File: config.mk
export PLATFORM = sky130hd
export DESIGN_NAME = sbm_spi_master
export DESIGN_NICKNAME = d
export VERILOG_FILES = /design/src/rtl/sbm_pkg.sv /design/src/rtl/sbm_clkgen.sv /design/src/rtl/sbm_shifter.sv /design/src/rtl/sbm_regfile.sv /design/src/rtl/sbm_spi_master.sv
export SDC_FILE = /design/constraint.sdc
export NUM_CORES = 1
export LEC_CHECK = 0
export BUFFER_PORTS_ARGS = -buffer_cell sky130_fd_sc_hd__buf_2
export CAP_MARGIN = 5
export CORE_MARGIN = 3
export CORE_UTILIZATION = 45
export CTS_CLUSTER_SIZE = 20
export DETAILED_ROUTE_END_ITERATION = 6
export PLACE_DENSITY = 0.72
export RECOVER_POWER = 25
export SLEW_MARGIN = 15
export SYNTH_ARGS = -nofsm -noshare
export SYNTH_HDL_FRONTEND = slang
export SYNTH_SLANG_ARGS = --single-unit
File: constraint.sdc
create_clock -name clk -period 3.3 [get_ports clk]
set_clock_uncertainty 0.05 [all_clocks]
set_input_delay 0.33 -clock clk [delete_from_list [all_inputs] [get_ports clk]]
set_output_delay 0.33 -clock clk [all_outputs]
set_load 0.01 [all_outputs]
File: src/rtl/sbm_pkg.sv
package sbm_pkg;

  // word indices (byte offset / 4) of the live registers
  localparam int unsigned WORD_CFG  = 0;
  localparam int unsigned WORD_TX   = 1;
  localparam int unsigned WORD_RX   = 2;
  localparam int unsigned WORD_SIDE = 3;
  localparam int unsigned LIVE_WORDS = 4;

  // side-band word layout
  localparam int unsigned OWN_BIT  = 0;
  localparam int unsigned REQ_BIT  = 1;
  localparam int unsigned SLOT_LSB = 8;
  localparam int unsigned SLOT_W   = 3;

  typedef struct packed {
    logic [SLOT_W-1:0] slot;
    logic              cfg_req;
    logic              own_en;
  } side_t;

  // bus clocks in one serial clock half period
  function automatic int unsigned half_cycles(input int unsigned sel);
    return 32'd1 << sel;
  endfunction

  // bus clocks from start to end of one transfer
  function automatic int unsigned xfer_cycles(input int unsigned sel,
                                              input int unsigned nbits);
    return 2 * nbits * half_cycles(sel);
  endfunction

endpackage

File: src/rtl/sbm_clkgen.sv
module sbm_clkgen #(
  parameter int DIV_W = 4
) (
  input  logic             clk,
  input  logic             rst_n,
  input  logic             run,
  input  logic [DIV_W-1:0] sel,
  output logic             tick
);
  localparam int CNT_W = 2 ** DIV_W;

  logic [CNT_W-1:0] cnt_q;
  logic [CNT_W-1:0] limit;

  always_comb begin
    limit = CNT_W'(sbm_pkg::half_cycles(int'(sel)) - 1);
    tick  = run && (cnt_q == limit);
  end

  always_ff @(posedge clk or negedge rst_n) begin
    if (!rst_n) begin
      cnt_q <= '0;
    end else if (!run || tick) begin
      cnt_q <= '0;
    end else begin
      cnt_q <= cnt_q + 1'b1;
    end
  end

  // the half-period counter never runs past its limit
  assert_cnt_in_window_R2: assert property (@(posedge clk) disable iff (!rst_n)
    run |-> (cnt_q <= limit));

  // the counter sits at zero while idle
  assert_cnt_idle_zero_R2: assert property (@(posedge clk) disable iff (!rst_n)
    !run |=> (cnt_q == '0));

endmodule

File: src/rtl/sbm_shifter.sv
module sbm_shifter #(
  parameter int DIV_W  = 4,
  parameter int DATA_W = 8
) (
  input  logic              clk,
  input  logic              rst_n,
  input  logic              start_try,
  input  logic [DATA_W-1:0] start_byte,
  input  logic [DIV_W-1:0]  div_sel,
  input  logic              tick,
  input  logic              miso,
  output logic              busy,
  output logic              sclk,
  output logic              mosi,
  output logic [DATA_W-1:0] rx_byte,
  output logic [DIV_W-1:0]  sel_used,
  output logic              done
);
  localparam int HALVES = 2 * DATA_W;
  localparam int HALF_W = $clog2(HALVES);
  localparam logic [HALF_W-1:0] LAST_HALF = HALF_W'(HALVES - 1);

  logic              busy_q, sclk_q;
  logic [HALF_W-1:0] half_q;
  logic [DATA_W-1:0] txs_q, rxs_q, rx_q;
  logic [DIV_W-1:0]  sel_q;
  logic              start_evt;
  logic              rise_evt, fall_evt;

  assign start_evt = start_try && !busy_q;
  assign rise_evt  = busy_q && tick && !sclk_q;
  assign fall_evt  = busy_q && tick && sclk_q;
  assign done      = fall_evt && (half_q == LAST_HALF);

  always_ff @(posedge clk or negedge rst_n) begin
    if (!rst_n) begin
      busy_q <= 1'b0;
      sclk_q <= 1'b0;
      half_q <= '0;
      txs_q  <= '0;
      rxs_q  <= '0;
      rx_q   <= '0;
      sel_q  <= '0;
    end else if (start_evt) begin
      busy_q <= 1'b1;
      sclk_q <= 1'b0;
      half_q <= '0;
      txs_q  <= start_byte;
      sel_q  <= div_sel;
    end else if (busy_q && tick) begin
      sclk_q <= !sclk_q;
      half_q <= half_q + 1'b1;
      if (rise_evt) begin
        rxs_q <= {rxs_q[DATA_W-2:0], miso};
      end else begin
        txs_q <= {txs_q[DATA_W-2:0], 1'b0};
        if (done) begin
          busy_q <= 1'b0;
          rx_q   <= rxs_q;
        end
      end
    end
  end

  assign busy     = busy_q;
  assign sclk     = sclk_q;
  assign mosi     = txs_q[DATA_W-1];
  assign rx_byte  = rx_q;
  assign sel_used = sel_q;

  // serial clock is low whenever no transfer runs
  assert_sclk_idle_low_R3: assert property (@(posedge clk) disable iff (!rst_n)
    !busy_q |-> !sclk_q);

  // data out only moves on a falling edge or at start
  assert_mosi_moves_on_fall_R3: assert property (@(posedge clk) disable iff (!rst_n)
    (busy_q && !fall_evt) |=> $stable(txs_q));

  // a start attempt during a transfer keeps it running
  assert_busy_write_ignored_R5: assert property (@(posedge clk) disable iff (!rst_n)
    (busy_q && start_try && !done) |=> busy_q);

  // the latched divider holds for the whole transfer
  assert_div_latched_R9: assert property (@(posedge clk) disable iff (!rst_n)
    (busy_q && !done) |=> $stable(sel_q));

  // received byte only changes as busy falls
  assert_rx_on_done_R4: assert property (@(posedge clk) disable iff (!rst_n)
    (rx_q != $past(rx_q)) |-> $fell(busy_q));

endmodule

File: src/rtl/sbm_regfile.sv
module sbm_regfile #(
  parameter int BUS_W  = 32,
  parameter int ADDR_W = 6,
  parameter int DIV_W  = 4,
  parameter int DATA_W = 8
) (
  input  logic                clk,
  input  logic                rst_n,
  input  logic                bus_req,
  input  logic                bus_wr,
  input  logic [ADDR_W-1:0]   bus_addr,
  input  logic [BUS_W-1:0]    bus_wdata,
  output logic [BUS_W-1:0]    bus_rdata,
  input  logic                busy,
  input  logic [DATA_W-1:0]   rx_byte,
  output logic [DIV_W-1:0]    div_sel,
  output logic                cs_on,
  output sbm_pkg::side_t      side,
  output logic                tx_try,
  output logic [DATA_W-1:0]   tx_data,
  output logic                cfg_wr,
  output logic                side_wr,
  output logic                rsvd_wr
);
  import sbm_pkg::*;

  localparam int WORD_W = ADDR_W - 2;
  localparam int CS_BIT = BUS_W - 1;
  localparam logic [WORD_W-1:0] A_CFG  = WORD_W'(WORD_CFG);
  localparam logic [WORD_W-1:0] A_TX   = WORD_W'(WORD_TX);
  localparam logic [WORD_W-1:0] A_RX   = WORD_W'(WORD_RX);
  localparam logic [WORD_W-1:0] A_SIDE = WORD_W'(WORD_SIDE);
  localparam logic [WORD_W-1:0] A_LIVE = WORD_W'(LIVE_WORDS);

  logic [WORD_W-1:0] word;
  logic              wr_evt, rd_evt;
  logic [DIV_W-1:0]  sel_q;
  logic              cs_q;
  logic [DATA_W-1:0] tx_q;
  side_t             side_q;
  logic              unused_bits;

  assign word    = bus_addr[ADDR_W-1:2];
  assign wr_evt  = bus_req && bus_wr;
  assign rd_evt  = bus_req && !bus_wr;
  assign cfg_wr  = wr_evt && (word == A_CFG);
  assign tx_try  = wr_evt && (word == A_TX);
  assign side_wr = wr_evt && (word == A_SIDE);
  assign rsvd_wr = wr_evt && (word >= A_LIVE);
  assign tx_data = bus_wdata[DATA_W-1:0];
  assign unused_bits = ^{bus_wdata, bus_addr[1:0]};

  always_ff @(posedge clk or negedge rst_n) begin
    if (!rst_n) begin
      sel_q  <= '0;
      cs_q   <= 1'b0;
      tx_q   <= '0;
      side_q <= '0;
    end else begin
      if (cfg_wr) begin
        sel_q <= bus_wdata[DIV_W-1:0];
        cs_q  <= bus_wdata[CS_BIT];
      end
      if (tx_try && !busy) begin
        tx_q <= bus_wdata[DATA_W-1:0];
      end
      if (side_wr) begin
        side_q.own_en  <= bus_wdata[OWN_BIT];
        side_q.cfg_req <= bus_wdata[REQ_BIT];
        side_q.slot    <= bus_wdata[SLOT_LSB +: SLOT_W];
      end
    end
  end

  always_comb begin
    bus_rdata = '0;
    if (rd_evt) begin
      case (word)
        A_CFG: begin
          bus_rdata[CS_BIT]      = cs_q;
          bus_rdata[DIV_W-1:0]   = sel_q;
        end
        A_TX:  bus_rdata[DATA_W-1:0] = tx_q;
        A_RX:  bus_rdata[DATA_W-1:0] = rx_byte;
        A_SIDE: begin
          bus_rdata[OWN_BIT]            = side_q.own_en;
          bus_rdata[REQ_BIT]            = side_q.cfg_req;
          bus_rdata[SLOT_LSB +: SLOT_W] = side_q.slot;
        end
        default: bus_rdata = '0;
      endcase
    end
  end

  assign div_sel = sel_q;
  assign cs_on   = cs_q;
  assign side    = side_q;

  // reserved writes leave every live register untouched
  assert_rsvd_write_inert_R8: assert property (@(posedge clk) disable iff (!rst_n)
    rsvd_wr |=> ($stable(sel_q) && $stable(cs_q) && $stable(tx_q) && $stable(side_q)));

  // transmit readback holds while a transfer runs
  assert_tx_hold_busy_R5: assert property (@(posedge clk) disable iff (!rst_n)
    busy |=> $stable(tx_q));

  // reserved reads return zero
  assert_rsvd_read_zero_R8: assert property (@(posedge clk) disable iff (!rst_n)
    (rd_evt && (word >= A_LIVE)) |-> (bus_rdata == '0));

endmodule

File: src/rtl/sbm_spi_master.sv
module sbm_spi_master #(
  parameter int BUS_W  = 32,
  parameter int ADDR_W = 6,
  parameter int DIV_W  = 4,
  parameter int DATA_W = 8
) (
  input  logic                       clk,
  input  logic                       rst_n,
  input  logic                       bus_req,
  input  logic                       bus_wr,
  input  logic [ADDR_W-1:0]          bus_addr,
  input  logic [BUS_W-1:0]           bus_wdata,
  output logic [BUS_W-1:0]           bus_rdata,
  output logic                       xfer_busy,
  output logic                       spi_sclk,
  output logic                       spi_mosi,
  input  logic                       spi_miso,
  output logic                       spi_cs_n,
  output logic                       store_own_n,
  output logic                       cfg_req_n,
  output logic [sbm_pkg::SLOT_W-1:0] cfg_slot
);
  import sbm_pkg::*;

  logic              busy, tick, done;
  logic              tx_try, cfg_wr, side_wr, rsvd_wr, cs_on;
  logic [DATA_W-1:0] tx_data, rx_byte;
  logic [DIV_W-1:0]  div_sel, sel_used;
  side_t             side;

  sbm_regfile #(
    .BUS_W(BUS_W), .ADDR_W(ADDR_W), .DIV_W(DIV_W), .DATA_W(DATA_W)
  ) u_regs (
    .clk(clk), .rst_n(rst_n),
    .bus_req(bus_req), .bus_wr(bus_wr), .bus_addr(bus_addr),
    .bus_wdata(bus_wdata), .bus_rdata(bus_rdata),
    .busy(busy), .rx_byte(rx_byte),
    .div_sel(div_sel), .cs_on(cs_on), .side(side),
    .tx_try(tx_try), .tx_data(tx_data),
    .cfg_wr(cfg_wr), .side_wr(side_wr), .rsvd_wr(rsvd_wr)
  );

  sbm_clkgen #(.DIV_W(DIV_W)) u_clk (
    .clk(clk), .rst_n(rst_n), .run(busy), .sel(sel_used), .tick(tick)
  );

  sbm_shifter #(.DIV_W(DIV_W), .DATA_W(DATA_W)) u_shift (
    .clk(clk), .rst_n(rst_n),
    .start_try(tx_try), .start_byte(tx_data), .div_sel(div_sel),
    .tick(tick), .miso(spi_miso),
    .busy(busy), .sclk(spi_sclk), .mosi(spi_mosi),
    .rx_byte(rx_byte), .sel_used(sel_used), .done(done)
  );

  assign xfer_busy   = busy;
  assign spi_cs_n    = !cs_on;
  assign store_own_n = !side.own_en;
  assign cfg_req_n   = !side.cfg_req;
  assign cfg_slot    = side.slot;

  // chip select holds through a transfer unless software rewrites it
  assert_cs_held_R6: assert property (@(posedge clk) disable iff (!rst_n)
    (busy && !cfg_wr) |=> $stable(spi_cs_n));

  // side-band lines move only after a side-band write
  assert_side_on_write_R7: assert property (@(posedge clk) disable iff (!rst_n)
    ({store_own_n, cfg_req_n, cfg_slot} != $past({store_own_n, cfg_req_n, cfg_slot}))
      |-> $past(side_wr));

  // a finished transfer always drops busy next cycle
  assert_done_drops_busy_R4: assert property (@(posedge clk) disable iff (!rst_n)
    done |=> !busy);

endmodule

==> reports/results.ini <==
[outcome]
status = finished, final reports clean

[cts]
cts_buffers = 9
root_buffer = clkbuf_8
clk_path_buf_depth = 2
clk_latency_ns = 0.34
htreeDepth = 3
cts_sinks = 68
cts_setup_buffers = 0
path_clk_slew_ns = 0.08
cts_tree = built

[yosys]
synth-warning-count = 0
synth_cells = 404
synth_top_family_by_area = simple AND/OR/NAND/NOR gates
netlist_area_sq_mm = 0.003960
synth_cell_types = 61
synth_top_area_share_pct = 42.97
yosys.area.top_type = dfrtp_1
yosys-top-cells-area = dfrtp_1, buf_4, nand2_1
synth_xor_area_share_pct = 4.423
synth_fa_ha_area_share_pct = 0.9479
yosysSeqAreaShare_pct = 42.97
synthArstFlopShare_pct = 100.0
synthMuxAreaShare_pct = 8.720
ys_ff_latch = 68
syn-mean-instance-area_sq_um = 9.802
synth-edff-count = 0
synth-compound-area-share_pct = 11.41
ys.flop_type = dfrtp_1
synth-simple-area-share_pct = 23.06

[sta]
slew_headroom_pct = 21.74
setup-tns-final_ns = 0
rsz0062_at_grt = false
min_period_over_period_pct = 96.18
setup_violations = 0
fin_ws_ns = 0.1261
slew_violations = 0
min_period_ns = 3.174
hold_viol_final = 0
clock.fmax_ghz = 0.3151
timing.hold.ws_ns = 0.1641
worst_slew_pin_slew_ns = 1.174

[cells_and_area]
nets = 498
syn2layout_area_growth_pct = 13.71
diodes = 0
final_area_sq_mm = 0.004503
drive_gt1_share_pct = 25.82

[grt]
met1_usage_pct = 25.36
grt_max_degree = 29
grt_util_all_layers_pct = 18.09
gr-total-overflow = 0
grt_first_pass_wirelength_um = 14500
busiest_layer = met2
grt_util_met2_pct = 28.12
antenna_found_initial = 0
grt_pass1_vias = 3037
use_met3_pct = 4.170

[worst_setup_path]
arrival_ns = 3.35
critical_path_required_ns = 3.48
path_class = reg -> reg
path_max_fanout = 12
cp-start-kind = flop
endpoint_kind = flop

[die]
start_util_pct = 47.25
std_cell_rows = 33
io_pins = 84
die_area_sq_mm = 0.009962
die_w_um = 99.81
core_sq_mm = 0.008382
fp.dieH_um = 99.81

[routing]
dr.first_iter.drc_count = 126
antenna_left = 0
wl_per_cell_um = 14.82
drt-pass1-iter-count = 4
drc = 0
wl_um = 8327
viasPerCell = 5.456
vias = 3066

[place]
gp_congestion = 0.8553
pre_cts_ws_ns = -0.08942
dpl-instance-area_sq_mm = 0.004233
dpl.hpwl_um = 6083
port_buffers = 41

[power]
power.density_mw_per_mm2 = 507.5
p_leak_uw = 0.002092
ir_drop_uv = 307.2

[flow_run]
cap_violations = 0

[min_path]
hp-class = in -> reg

## worst max-delay path: stages, from the launching register on
cell and delay, ns:
dfrtp_2 0.45, nor4_4 0.33, inv_2 0.09, ha_4 0.22, nor3b_1 0.15, a211o_1 0.29, o221a_4 0.28, nor4_4 0.31
nand4_1 0.23, nor2_4 0.31, mux2_1 0.37
## cell usage after synthesis (all sizes together) (3+ instances only)
cell type and n:
nor2 38, a21oi 10, o211a 3, o21a 4
nor4b 3, buf 36, a22oi 4, mux2 24
inv 13, nand2b 3, nand2 51, xnor2 12
nand4 7, nand3 19, clkbuf 7, o211ai 10
and2 5, or3 4, ha 3, dfrtp 68
nor4 6, xor2 8, nor2b 5, nor3b 3
and3 4, a211oi 4, nor3 9, o21ai 11
mux2i 3
## final cells by class
type | count | area (sq um)
Clock buffer | 10 | 137.6
Clock inverter | 6 | 71.32
Fill cell | 742 | 3879
Inverter | 13 | 48.80
Multi-Input combinational cell | 299 | 2057
Sequential cell | 68 | 1704
Tap cell | 105 | 131.4
Timing Repair Buffer | 61 | 352.8
## what timing repair did
item,4_1_cts,5_1_grt
pin swaps,2,7
endpoints found under the hold margin,18,0
hold buffers,1,0
resized for setup,3,9
endpoints found under the setup margin,20,33
## layout by cell type, fill, tap and decap left out, types with 3 or more instances in the layout
master    count
nor4_4        3
nand4_1       5
o21a_1        4
nor2b_1       5
nor3_1        6
mux2_2       16
xor2_1        8
nand3_1      19
or3_1         4
nor4_1        3
o211ai_1      9
nor3b_1       3
clkbuf_8     10
nand2_1      49
and2_1        5
a21oi_1       9
and3_1        4
buf_2        40
conb_1       20
a211oi_1      3
nand2b_1      3
buf_4        18
inv_1        11
nor3_2        3
a22oi_1       4
mux2_1        8
o211a_1       3
dfrtp_1      66
mux2i_1       3
o21ai_0      11
nor2_1       36
xnor2_1      12
## cell families (layout without fill, tap and decap cells)
| logic type | after synthesis | after routing |
|---|---|---|
| AND/OR/NAND/NOR | 167 | 167 |
| flip-flops | 68 | 68 |
| AO/OA/AOI/OAI | 60 | 60 |
| buffers and inverters | 56 | 90 |
| multiplexers | 29 | 29 |
| XOR/XNOR | 20 | 20 |
| adder cells (fa/ha/maj) | 3 | 3 |
| other | 1 | 20 |
## flip-flops by register name (all words and copies together) (netlist names)
name,cells
u_regs.cs_on,1
u_shift.rxs_q,8
u_regs.div_sel,4
u_shift.sclk,1
u_shift.sel_used,4
u_shift.rx_byte,8
u_shift.txs_q,8
u_clk.cnt_q,16
u_shift.half_q,4
u_shift.busy,1
u_regs.side,5
u_regs.tx_q,8
## stage by stage
step	total power, uW	utilization, %	instances
after floorplan	1456	-	423
after global placement	1561	50.50	545
after detailed placement	1580	50.50	545
after CTS	2296	53.37	562
after global routing	2428	53.72	562
final	2285	53.72	562
## path summary, 6_finish.rpt
check	slack, ns	depth (start not counted)	from	end
worst max-delay path	0.13	10	u_shift.sel_used[3]	u_shift.rx_byte[5]
worst min-delay path	0.16	3	bus_wdata[6]	u_regs.tx_q[6]
worst max register to register	0.13	10	u_shift.sel_used[3]	u_shift.rx_byte[5]
worst min register to register	0.44	2	u_regs.tx_q[2]	u_regs.tx_q[2]
max in group asynchronous	0.89	3	rst_n	u_shift.sel_used[2]
min in group asynchronous	0.63	2	rst_n	u_shift.rx_byte[1]
## metal layers
layer  wire [um]  share of wire (%)  up-vias
met4          53               0.64        0
met1        3916                 47     1505
met5           0                  0        -
met2        3946                 47       82
met3         412                4.9        6
li1            -                  -     1473
## report_power, final
| group | switching, uW | total [uW] | internal [uW] |
|---|---|---|---|
| sequential | 136 | 1070 | 934 |
| combinational | 286 | 508 | 222 |
| clock | 331 | 707 | 376 |
(Power assumes the default switching activity.)
